### config.mk
export PLATFORM = sky130hd
export DESIGN_NAME = lvd_reset_ctrl
export DESIGN_NICKNAME = d
export VERILOG_FILES = /design/src/rtl/lvd_pkg.sv /design/src/rtl/lvd_sync.sv /design/src/rtl/lvd_cfg_regs.sv /design/src/rtl/lvd_stab_timer.sv /design/src/rtl/lvd_reset_ctrl.sv
export SDC_FILE = /design/constraint.sdc
export NUM_CORES = 1
export LEC_CHECK = 0
export CORE_ASPECT_RATIO = 0.5
export CORE_MARGIN = 1.5
export CORE_UTILIZATION = 48
export DETAILED_ROUTE_END_ITERATION = 16
export PLACE_DENSITY = 0.79
export SYNTH_ARGS = -nofsm -noshare
export SYNTH_HDL_FRONTEND = slang
export SYNTH_HIERARCHICAL = 1
export SYNTH_SLANG_ARGS = --single-unit
### constraint.sdc
create_clock -name clk -period 2.65 [get_ports clk]
set_input_delay 0.795 -clock clk [delete_from_list [all_inputs] [get_ports clk]]
set_output_delay 0.795 -clock clk [all_outputs]
set_load 0.05 [all_outputs]
### src/rtl/lvd_pkg.sv
package lvd_pkg;
  localparam int ADDR_W = 2;
  localparam int DATA_W = 8;

  typedef enum logic [ADDR_W-1:0] {
    REG_CTRL  = 2'd0,
    REG_LEVEL = 2'd1,
    REG_STAB  = 2'd2,
    REG_NONE  = 2'd3
  } reg_addr_e;

  localparam int CTRL_EN_BIT   = 0;
  localparam int CTRL_MODE_BIT = 1;
  localparam int CTRL_STAT_BIT = 2;
endpackage

### src/rtl/lvd_sync.sv
module lvd_sync #(
  parameter int STAGES = 2
) (
  input  logic clk,
  input  logic rst_n,
  input  logic async_in,
  output logic sync_out,
  output logic sync_prev
);
  logic [STAGES-1:0] chain;

  generate
    if (STAGES == 1) begin : g_single
      always_ff @(posedge clk or negedge rst_n) begin
        if (!rst_n) chain <= '0;
        else        chain <= async_in;
      end
    end else begin : g_multi
      always_ff @(posedge clk or negedge rst_n) begin
        if (!rst_n) chain <= '0;
        else        chain <= {chain[STAGES-2:0], async_in};
      end
    end
  endgenerate

  always_ff @(posedge clk or negedge rst_n) begin
    if (!rst_n) sync_prev <= 1'b0;
    else        sync_prev <= chain[STAGES-1];
  end

  assign sync_out = chain[STAGES-1];
endmodule

### src/rtl/lvd_cfg_regs.sv
module lvd_cfg_regs
  import lvd_pkg::*;
#(
  parameter int STAB_W   = 3,
  parameter int STAB_RST = 0
) (
  input  logic              clk,
  input  logic              rst_n,
  input  logic              wr_en,
  input  logic [ADDR_W-1:0] addr,
  input  logic [DATA_W-1:0] wdata,
  input  logic              below_sync,
  output logic              en_q,
  output logic              mode_q,
  output logic              level_q,
  output logic [STAB_W-1:0] stab_q,
  output logic [DATA_W-1:0] rdata
);
  logic unused_wdata;
  assign unused_wdata = ^wdata[DATA_W-1:STAB_W];

  // Armed reset mode freezes control and level until rst_n.
  always_ff @(posedge clk or negedge rst_n) begin
    if (!rst_n) begin
      en_q    <= 1'b0;
      mode_q  <= 1'b0;
      level_q <= 1'b0;
      stab_q  <= STAB_W'(STAB_RST);
    end else if (wr_en) begin
      case (reg_addr_e'(addr))
        REG_CTRL: if (!mode_q) begin
          en_q   <= wdata[CTRL_EN_BIT];
          mode_q <= wdata[CTRL_MODE_BIT];
        end
        REG_LEVEL: if (!mode_q) level_q <= wdata[0];
        REG_STAB:  stab_q <= wdata[STAB_W-1:0];
        default: ;
      endcase
    end
  end

  always_comb begin
    rdata = '0;
    case (reg_addr_e'(addr))
      REG_CTRL: begin
        rdata[CTRL_EN_BIT]   = en_q;
        rdata[CTRL_MODE_BIT] = mode_q;
        rdata[CTRL_STAT_BIT] = en_q & below_sync;
      end
      REG_LEVEL: rdata[0] = level_q;
      REG_STAB:  rdata[STAB_W-1:0] = stab_q;
      default: ;
    endcase
  end
endmodule

### src/rtl/lvd_stab_timer.sv
module lvd_stab_timer #(
  parameter int STAB_W    = 3,
  parameter int STAB_BASE = 10
) (
  input  logic              clk,
  input  logic              rst_n,
  input  logic              rst_active,
  input  logic [STAB_W-1:0] stab_sel,
  output logic              hold
);
  localparam int CNT_W = STAB_BASE + (1 << STAB_W) - 1;

  logic             counting;
  logic [CNT_W-1:0] cnt;
  logic [CNT_W:0]   span;
  logic [CNT_W-1:0] term;

  always_comb begin
    span = (CNT_W+1)'(1) << (STAB_BASE + int'(stab_sel));
    term = CNT_W'(span - 1'b1);
  end

  always_ff @(posedge clk or negedge rst_n) begin
    if (!rst_n) begin
      counting <= 1'b0;
      cnt      <= '0;
    end else if (rst_active) begin
      counting <= 1'b1;
      cnt      <= '0;
    end else if (counting) begin
      if (cnt == term) counting <= 1'b0;
      else             cnt <= cnt + 1'b1;
    end
  end

  assign hold = rst_active | counting;
endmodule

### src/rtl/lvd_reset_ctrl.sv
module lvd_reset_ctrl
  import lvd_pkg::*;
#(
  parameter int STAB_W      = 3,
  parameter int STAB_BASE   = 10,
  parameter int STAB_RST    = 0,
  parameter int SYNC_STAGES = 2
) (
  input  logic              clk,
  input  logic              rst_n,
  input  logic              cmp_below_i,
  output logic              det_level_o,
  input  logic              bus_we_i,
  input  logic [ADDR_W-1:0] bus_addr_i,
  input  logic [DATA_W-1:0] bus_wdata_i,
  output logic [DATA_W-1:0] bus_rdata_o,
  output logic              lvd_irq_o,
  output logic              sys_rst_o,
  output logic              osc_en_o,
  output logic              cpu_hold_o
);
  logic              below_s, below_prev;
  logic              en_q, mode_q, level_q;
  logic [STAB_W-1:0] stab_q;
  logic              lvd_rst_q, irq_q;

  lvd_sync #(.STAGES(SYNC_STAGES)) sync_i (
    .clk(clk), .rst_n(rst_n), .async_in(cmp_below_i),
    .sync_out(below_s), .sync_prev(below_prev)
  );

  lvd_cfg_regs #(.STAB_W(STAB_W), .STAB_RST(STAB_RST)) regs_i (
    .clk(clk), .rst_n(rst_n), .wr_en(bus_we_i), .addr(bus_addr_i),
    .wdata(bus_wdata_i), .below_sync(below_s), .en_q(en_q),
    .mode_q(mode_q), .level_q(level_q), .stab_q(stab_q), .rdata(bus_rdata_o)
  );

  always_ff @(posedge clk or negedge rst_n) begin
    if (!rst_n) begin
      lvd_rst_q <= 1'b0;
      irq_q     <= 1'b0;
    end else begin
      lvd_rst_q <= en_q & mode_q & below_s;
      irq_q     <= en_q & ~mode_q & below_s & ~below_prev;
    end
  end

  lvd_stab_timer #(.STAB_W(STAB_W), .STAB_BASE(STAB_BASE)) timer_i (
    .clk(clk), .rst_n(rst_n), .rst_active(lvd_rst_q),
    .stab_sel(stab_q), .hold(cpu_hold_o)
  );

  assign sys_rst_o   = lvd_rst_q;
  assign osc_en_o    = ~lvd_rst_q;
  assign lvd_irq_o   = irq_q;
  assign det_level_o = level_q;
endmodule

==> flow_summary.toml <==
[drt]
final_antenna_net_count = 0
drt-initial-drc-count = 103
dr.pass1.iters = 4
drc = 0
vias_per_cell = 5.73
wl_mm = 3.75
vias = 1502
wl_per_cell_microns = 14.3

[clock_network]
clk_pin_slew_ps = 60
cts_setup_buffers = 0
clock_latency_ps = 270
numCtsBuffers = 5
cts_buffer_depth = 2
cts_max_level = 2
cts_sinks = 29
cts_root_buf = "clkbuf_8"
cts_tree = "done"

[critical_path]
crit_fanout = 5
endpoint_kind = "output pin"
crit_type = "in -> out"
cp-start-kind = "input port"
crit_required_ps = 1860
crit_arrival_ps = 1770

[cells_and_area]
final_nets = 231
area_growth_pct = 21.4
most-common-layout-cells = "dfrtp_1, nand2_1, a21oi_1, buf_4, clkdlybuf4s50_1"
drive_above_1_share_pct = 18.5
final_common_cell = "dfrtp_1"
diodes = 0
final_util_pct = 62.2
final_cell_area_sq_um = 2180

[min_path]
hp-class = "reg -> reg"

[grt]
grt_max_degree = 23
grt_pass1_vias = 1410
antenna_found_initial = 0
track_usage_pct = 20.8
grt_pass1_wl_mm = 6.31
grt_remaining_overflow = 0

[yosys]
synth_cell_types = 45
synth_area_per_cell_sq_um = 9.82
synth_cells = 183
ys_seq_area_share_pct = 40.4
synth_top_area_share_pct = 40.4
async_reset_ff_share_pct = 100
synthesis.area_sq_um = 1800
ys_warn_count = 6
ys.flop_type = "dfrtp_1"
synth-seq-cells = 29
ys_top_cells_by_area = "dfrtp_1, ha_1, a21oi_1, o31ai_1, or4_1"
synth_largest_area_cell = "dfrtp_1"
synth-edff-count = 0

[sta]
max_freq_mhz = 391
whs_ps = 369
layout_worst_path_cycle_share_pct = 96.6
fin_skew_ps = 3.88
maxSlewViolCount = 0
setup_viol = 0
slew_headroom_pct = 63.2
rsz0062_at_grt = "no"
finalHoldViolCount = 0
finalCriticalPeriod_ps = 2560
tightest_slew_ps = 551

[floorplanning]
io_pins = 27
core.rowCount = 15
die_h_microns = 46.3
dieArea_sq_um = 4140
start_util_pct = 51.2
core_area_sq_um = 3510
die_w_microns = 89.5

[outcome]
status = "finished clean"

[place]
dp_hpwl_mm = 2.71
place_area_sq_um = 2090
port_buffers = 16
place.gp.congestion = 0.738

[power]
intPower_mw = 0.900
sw_frac_of_total_pct = 35.4
p_switching_mw = 0.493
peakVddDrop_uv = 569
leakage_nw = 0.899
p_comb_share_pct = 35.2
pwr-share-clk_pct = 24.5
sequentialPowerShare_pct = 40.3
powerDensity_nw_per_um2 = 638

[job]
max_cap_violations = 0
-- routing by layer --
layer	routed length (microns)	up-vias	track usage (%)
li1	-	715	-
met1	1600	723	25.4
met2	1890	60	36.1
met3	234	4	5.02
met4	34	0	8.92
met5	0	-	0
-- cell type report --
| cell class | instances | area [sq um] |
|---|---|---|
| clock buffers | 8 | 80.1 |
| fillers | 288 | 1330 |
| inverters | 9 | 33.8 |
| multi-input cells | 137 | 978 |
| flip-flops and latches | 29 | 727 |
| well taps | 51 | 63.8 |
| repair buffers | 28 | 299 |
-- sequential cells by signal, summed over array words and instances (netlist names) --
name / flops
sync_i/sync_prev: 1
regs_i/mode_q: 1
regs_i/stab_q: 3
timer_i/cnt: 17
regs_i/level_q: 1
sys_rst_o: 1
regs_i/en_q: 1
lvd_irq_o: 1
sync_i/chain: 2
timer_i/counting: 1
-- power groups by stage --
stage / Clock [mW] / Sequential [mW] / Combinational [mW]
global route: 0.373 / 0.572 / 0.537
global placement: 0 / 0.564 / 0.468
detailed placement: 0 / 0.566 / 0.488
floorplan: 0 / 0.590 / 0.305
finish: 0.341 / 0.561 / 0.491
CTS: 0.350 / 0.561 / 0.493
-- per-stage QoR --
stage	setup WS [ps]	power (mW)	setup TNS (ps)	instances
after floorplan	7.40	0.894	0	187
after global placement	-70.8	1.03	-85.7	254
after detailed placement	-100	1.05	-171	254
after CTS	89.0	1.40	0	262
after global routing	39.9	1.48	0	262
final	89.9	1.39	0	262
-- Yosys cell counts (all sizes together), types with 4 or more instances --
cell    count
dfrtp      29
a21oi      14
nand2      13
inv         9
nand3       9
nor2        9
o31ai       9
buf         8
o21ai       8
ha          7
mux2        7
or3         7
or4         7
xnor2       6
clkbuf      4
nand4       4
nor4        4
-- worst max-delay path: stages --
cell	delay (ps)
clkdlybuf4s50_1	590
nand3b_1	120
o21ai_2	100
buf_12	160
-- worst paths after layout --
check / end / slack, ps / cells past startpoint / from
max in group asynchronous: timer_i/cnt[5] / 1280 / 2 / rst_n
worst min register to register: sync_i/chain[1] / 370 / 0 / sync_i/chain[0]
worst min-delay path: sync_i/chain[1] / 370 / 0 / sync_i/chain[0]
min in group asynchronous: timer_i/cnt[16] / 880 / 1 / rst_n
worst max register to register: timer_i/cnt[16] / 170 / 9 / regs_i/stab_q[2]
worst max-delay path: bus_rdata_o[0] / 90 / 4 / bus_addr_i[0]
-- repair_timing --
action                                  CTS  global route
endpoints found under the setup margin    3             1
resized for setup                         3             2
hold buffers                              0             0
-- cell families (layout without fill, tap and decap cells) --
logic type	count (synthesis)	after routing	synth area share, %
AND/OR/NAND/NOR	73	73	25.1
AO/OA/AOI/OAI	35	35	12.7
flip-flops	29	29	40.4
buffers and inverters	21	45	6.75
multiplexers	9	9	5.71
XOR/XNOR	8	8	4.32
adder cells (fa/ha/maj)	7	7	4.87
other	1	5	0.209
Note: power is estimated with default switching activity, not from simulation.
